[src/rtl/sis_pkg.sv]
package sis_pkg;
  localparam int REG_W   = 8;
  localparam int B_IEN   = 0;
  localparam int B_AVD   = 1;
  localparam int B_LVDF  = 2;
  localparam int B_RSV3  = 3;
  localparam int B_WDGF  = 4;
  localparam int B_TRLO  = 5;
  localparam int B_TRHI  = 6;
  localparam int B_RSV7  = 7;
  localparam int TRIM_W  = B_TRHI - B_TRLO + 1;

  typedef enum logic [1:0] {
    CAUSE_PIN = 2'b00,
    CAUSE_WDG = 2'b01,
    CAUSE_LVD = 2'b10
  } cause_e;

  // Low-voltage flag dominates; the watchdog flag only matters without it.
  function automatic cause_e decode_cause(input logic lvd_f, input logic wdg_f);
    if (lvd_f)      return CAUSE_LVD;
    else if (wdg_f) return CAUSE_WDG;
    else            return CAUSE_PIN;
  endfunction

  function automatic logic [REG_W-1:0] pack_image(
    input logic [TRIM_W-1:0] trim,
    input logic              wdg_f,
    input logic              lvd_f,
    input logic              avd_f,
    input logic              ien
  );
    logic [REG_W-1:0] v;
    v              = '0;
    v[B_TRHI:B_TRLO] = trim;
    v[B_WDGF]      = wdg_f;
    v[B_LVDF]      = lvd_f;
    v[B_AVD]       = avd_f;
    v[B_IEN]       = ien;
    return v;
  endfunction
endpackage

[src/rtl/sis_sync.sv]
module sis_sync #(
  parameter int STAGES = 2,
  parameter int W      = 1
) (
  input  logic         clk,
  input  logic         rst_n,
  input  logic [W-1:0] d,
  output logic [W-1:0] q
);
  logic [W-1:0] stg [STAGES];

  always_ff @(posedge clk or negedge rst_n) begin
    if (!rst_n) begin
      for (int i = 0; i < STAGES; i++) stg[i] <= '0;
    end else begin
      stg[0] <= d;
      for (int i = 1; i < STAGES; i++) stg[i] <= stg[i-1];
    end
  end

  assign q = stg[STAGES-1];
endmodule

[src/rtl/sis_evt_arb.sv]
module sis_evt_arb (
  input  logic lvd_rst_evt,
  input  logic wdg_rst_evt,
  input  logic ext_rst_evt,
  output logic any_evt,
  output logic lvd_hit,
  output logic wdg_hit
);
  // The low-voltage event outranks the watchdog event when both arrive.
  assign lvd_hit = lvd_rst_evt;
  assign wdg_hit = wdg_rst_evt & ~lvd_rst_evt;
  assign any_evt = lvd_rst_evt | wdg_rst_evt | ext_rst_evt;
endmodule

[src/rtl/sis_cause_flags.sv]
module sis_cause_flags (
  input  logic clk,
  input  logic rst_n,
  input  logic any_evt,
  input  logic lvd_hit,
  input  logic wdg_hit,
  input  logic lvd_en,
  input  logic rd_acc,
  input  logic wr_acc,
  input  logic wdg_wbit,
  output logic wdg_flag,
  output logic lvd_flag,
  output logic rd_clr_evt,
  output logic wr_clr_evt
);
  // Bus side effects are suppressed in a cycle that carries a reset event.
  assign rd_clr_evt = rd_acc & ~any_evt;
  assign wr_clr_evt = wr_acc & ~any_evt & ~wdg_wbit;

  always_ff @(posedge clk or negedge rst_n) begin
    if (!rst_n) begin
      wdg_flag <= 1'b0;
    end else if (lvd_hit) begin
      wdg_flag <= 1'b0;
    end else if (wdg_hit) begin
      wdg_flag <= 1'b1;
    end else if (wr_clr_evt) begin
      wdg_flag <= 1'b0;
    end
  end

  always_ff @(posedge clk or negedge rst_n) begin
    if (!rst_n) begin
      lvd_flag <= 1'b0;
    end else if (lvd_hit & lvd_en) begin
      lvd_flag <= 1'b1;
    end else if (rd_clr_evt) begin
      lvd_flag <= 1'b0;
    end
  end
endmodule

[src/rtl/sis_ctrl_bits.sv]
module sis_ctrl_bits #(
  parameter int                      TRIM_W   = 2,
  parameter logic [TRIM_W-1:0]       TRIM_RST = '1
) (
  input  logic              clk,
  input  logic              rst_n,
  input  logic              any_evt,
  input  logic              wr_acc,
  input  logic [TRIM_W-1:0] trim_wdata,
  input  logic              ien_wdata,
  output logic [TRIM_W-1:0] trim_q,
  output logic              ien_q
);
  always_ff @(posedge clk or negedge rst_n) begin
    if (!rst_n) begin
      trim_q <= TRIM_RST;
      ien_q  <= 1'b0;
    end else if (any_evt) begin
      trim_q <= TRIM_RST;
      ien_q  <= 1'b0;
    end else if (wr_acc) begin
      trim_q <= trim_wdata;
      ien_q  <= ien_wdata;
    end
  end
endmodule

[src/rtl/sis_status_reg.sv]
module sis_status_reg
  import sis_pkg::*;
#(
  parameter int                SYNC_STAGES = 2,
  parameter logic [TRIM_W-1:0] TRIM_RST    = 2'b11
) (
  input  logic             clk,
  input  logic             rst_n,
  input  logic             bus_sel,
  input  logic             bus_rd,
  input  logic             bus_wr,
  input  logic [REG_W-1:0] bus_wdata,
  output logic [REG_W-1:0] bus_rdata,
  input  logic             lvd_rst_evt,
  input  logic             wdg_rst_evt,
  input  logic             ext_rst_evt,
  input  logic             lvd_en,
  input  logic             supply_low_async,
  output logic             avd_irq,
  output logic [1:0]       reset_cause
);
  logic              rd_acc, wr_acc;
  logic              any_evt, lvd_hit, wdg_hit;
  logic              wdg_flag, lvd_flag;
  logic              rd_clr_evt, wr_clr_evt;
  logic [TRIM_W-1:0] trim_q;
  logic              ien_q;
  logic              avd_flag;
  logic              unused_wbits;

  assign rd_acc = bus_sel & bus_rd;
  assign wr_acc = bus_sel & bus_wr;
  assign unused_wbits = ^{bus_wdata[B_RSV7], bus_wdata[B_RSV3],
                          bus_wdata[B_LVDF], bus_wdata[B_AVD]};

  sis_evt_arb u_arb (
    .lvd_rst_evt (lvd_rst_evt),
    .wdg_rst_evt (wdg_rst_evt),
    .ext_rst_evt (ext_rst_evt),
    .any_evt     (any_evt),
    .lvd_hit     (lvd_hit),
    .wdg_hit     (wdg_hit)
  );

  sis_cause_flags u_flags (
    .clk        (clk),
    .rst_n      (rst_n),
    .any_evt    (any_evt),
    .lvd_hit    (lvd_hit),
    .wdg_hit    (wdg_hit),
    .lvd_en     (lvd_en),
    .rd_acc     (rd_acc),
    .wr_acc     (wr_acc),
    .wdg_wbit   (bus_wdata[B_WDGF]),
    .wdg_flag   (wdg_flag),
    .lvd_flag   (lvd_flag),
    .rd_clr_evt (rd_clr_evt),
    .wr_clr_evt (wr_clr_evt)
  );

  sis_ctrl_bits #(
    .TRIM_W   (TRIM_W),
    .TRIM_RST (TRIM_RST)
  ) u_ctrl (
    .clk        (clk),
    .rst_n      (rst_n),
    .any_evt    (any_evt),
    .wr_acc     (wr_acc),
    .trim_wdata (bus_wdata[B_TRHI:B_TRLO]),
    .ien_wdata  (bus_wdata[B_IEN]),
    .trim_q     (trim_q),
    .ien_q      (ien_q)
  );

  sis_sync #(
    .STAGES (SYNC_STAGES),
    .W      (1)
  ) u_sync (
    .clk   (clk),
    .rst_n (rst_n),
    .d     (supply_low_async),
    .q     (avd_flag)
  );

  assign bus_rdata   = rd_acc ? pack_image(trim_q, wdg_flag, lvd_flag, avd_flag, ien_q)
                              : '0;
  assign avd_irq     = ien_q & avd_flag;
  assign reset_cause = decode_cause(lvd_flag, wdg_flag);
endmodule

[config.mk]
export PLATFORM = sky130hd
export DESIGN_NAME = sis_status_reg
export DESIGN_NICKNAME = d
export VERILOG_FILES = /design/src/rtl/sis_pkg.sv /design/src/rtl/sis_sync.sv /design/src/rtl/sis_evt_arb.sv /design/src/rtl/sis_cause_flags.sv /design/src/rtl/sis_ctrl_bits.sv /design/src/rtl/sis_status_reg.sv
export SDC_FILE = /design/constraint.sdc
export NUM_CORES = 1
export LEC_CHECK = 0
export BUFFER_PORTS_ARGS = -buffer_cell sky130_fd_sc_hd__buf_4
export CORE_UTILIZATION = 25
export DETAILED_ROUTE_END_ITERATION = 10
export MAX_ROUTING_LAYER = met4
export PLACE_DENSITY_LB_ADDON = 0.15
export SYNTH_ARGS = -nofsm -noshare
export SYNTH_HDL_FRONTEND = slang
export SYNTH_HIERARCHICAL = 1
export SYNTH_SLANG_ARGS = --single-unit
[constraint.sdc]
create_clock -name clk -period 1.6 [get_ports clk]
set_input_delay 0.08 -clock clk [delete_from_list [all_inputs] [get_ports clk]]
set_output_delay 0.08 -clock clk [all_outputs]
set_load 0.02 [all_outputs]
==> flow_metrics.py <==
metrics = {
    "clock_network": {
        "post_cts_buffers": 0,
        "cts-buffers-inserted": 3,
        "cts_num_sinks": 7,
        "worstSkewPairLatency_ns": 0.25,
        "cts_tree": "done",
        "cts_root_buf": "clkbuf_4",
        "h-tree-depth": 1,
        "clock_path_buffers": 2,
        "post_cts_resized": 0,
        "cts.clk_slew.worst_paths_ns": 0.05,
    },
    "power_and_ir_drop": {
        "powerDensity_nw_per_um2": 735,
        "leakage_uw": 0.000300,
        "ir_drop_mv": 0.520,
        "power_uw": 433,
    },
    "final_layout": {
        "insertedDiodeCount": 0,
        "synthToLayoutAreaGrowth_pct": 57.0,
        "mostFrequentLayoutCells": "22 x buf_4, 6 x and3_1, 5 x nor2b_1, 5 x dfrtp_1",
        "layout_commonest_cell": "buf_4",
        "fin_nets": 82,
        "drive_above_1_share_pct": 47.6,
    },
    "synth": {
        "synth_area_sq_um": 375,
        "syn_inst": 37,
        "yosys_warnings": 6,
        "syn_area_per_cell_sq_um": 10.1,
    },
    "sta": {
        "fmax_ghz": 0.685,
        "drv_slew": 0,
        "finalCritPeriodShare_pct": 91.2,
        "fin_crit_ns": 1.46,
        "hold_viol": 0,
        "fin_setup_tns_ns": 0,
        "fin_skew_ns": 0.0000111,
        "setup_viol": 0,
        "rsz0062_at_grt": "no",
    },
    "detailed_routing": {
        "num_vias": 346,
        "first_iter_violations": 2,
        "wire_per_inst_microns": 9.97,
        "drc": 0,
        "vias_per_cell": 4.44,
        "postRouteAntennaNets": 0,
        "dr.pass1.iters": 2,
        "drt_wl_total_microns": 778,
    },
    "worst_setup_path": {
        "critPathKind": "in -> reg",
        "startpoint": "lvd_rst_evt",
        "cp-end-kind": "flip-flop",
        "timing.rr.start": "u_ctrl/trim_q[1]$_DFFE_PN1P_",
        "crit_path_start_kind": "input port",
        "cp_max_fo": 5,
        "cp.arrival_ns": 1.59,
        "worstPathRequired_ns": 1.73,
    },
    "floorplan": {
        "core_area_sq_um": 1350,
        "die_h_microns": 40.8,
        "ios": 29,
        "dieArea_sq_um": 1660,
        "rows": 13,
        "die_width_microns": 40.8,
        "start_util_pct": 27.8,
    },
    "global_route": {
        "grt_max_degree": 9,
        "grt_use_total_pct": 10.8,
        "grt_pass1_vias": 256,
        "antenna_found_initial": 0,
        "grt_pass1_wl_microns": 1080,
        "grt_overflow_total": 0,
    },
    "min_path": {
        "hold_start": "bus_wdata[5]",
        "hp-class": "in -> reg",
    },
    "place": {
        "port-buffer-count": 22,
        "gp_congestion": 0.644,
    },
    "outcome": {
        "status": "complete, no violations",
    },
    "job": {
        "drv_cap": 0,
    },
}
where the power goes:
group | total [uW] | switching [uW] | internal (uW)
clock network | 158 | 62.9 | 95.0
registers | 189 | 3.64 | 185
logic | 86.8 | 39.9 | 47.0
total | 433 | 106 | 327
final timing paths:
path	endpoint	slack, ns	cells past startpoint
hold reg to reg	u_sync/q$_DFF_PN0_	0.34	0
setup / recovery	u_flags/wdg_flag$_DFFE_PN0P_	0.14	5
setup reg to reg	u_ctrl/trim_q[1]$_DFFE_PN1P_	0.79	2
min in group asynchronous	u_flags/wdg_flag$_DFFE_PN0P_	0.17	2
max in group asynchronous	u_ctrl/trim_q[1]$_DFFE_PN1P_	1.22	2
hold / removal	u_ctrl/trim_q[0]$_DFFE_PN1P_	0.04	2
final cells by class:
class | instances | area, sq um
Clock buffer | 4 | 26.3
Fill cell | 137 | 761
Inverter | 1 | 3.75
Multi-Input combinational cell | 26 | 168
Sequential cell | 7 | 178
Tap cell | 15 | 18.8
Timing Repair Buffer | 25 | 195
critical path, cell delays in order:
cell and delay (ns):
dlygate4sd3_1 0.54, buf_4 0.14, or3_1 0.45, nor4b_2 0.30, nor3_1 0.08
layer usage:
metal,global-route usage [%],vias to the layer above,part of all wire (%)
met1,11.5,159,42
met2,17.1,17,49
met3,6.52,0,9.1
met4,2.50,0,0
li1,-,170,-
met5,-,-,0
what timing repair did:
item / 4_1_cts / 5_1_grt
setup endpoints to repair: 0 / 0
hold buffers: 2 / 1
endpoints found under the hold margin: 8 / 1
flip-flops by register name, indices dropped and copies added, names as in the netlist:
signal	count
u_flags/wdg_flag	1
u_sync/stg	1
u_flags/lvd_flag	1
u_sync/q	1
u_ctrl/ien_q	1
u_ctrl/trim_q	2
stage by stage:
stage | hold slack [ns] | utilization, % | setup slack (ns) | area (sq um) | instances
floorplan | -0.216 | - | 0.625 | 379 | 38
global placement | -0.102 | 39.5 | 0.439 | 533 | 71
detailed placement | -0.103 | 39.5 | 0.429 | 533 | 71
CTS | 0.00834 | 42.9 | 0.456 | 579 | 77
global route | 0.0324 | 43.7 | 0.0968 | 589 | 78
finish | 0.0413 | 43.7 | 0.140 | 589 | 78
(Power assumes the default switching activity.)
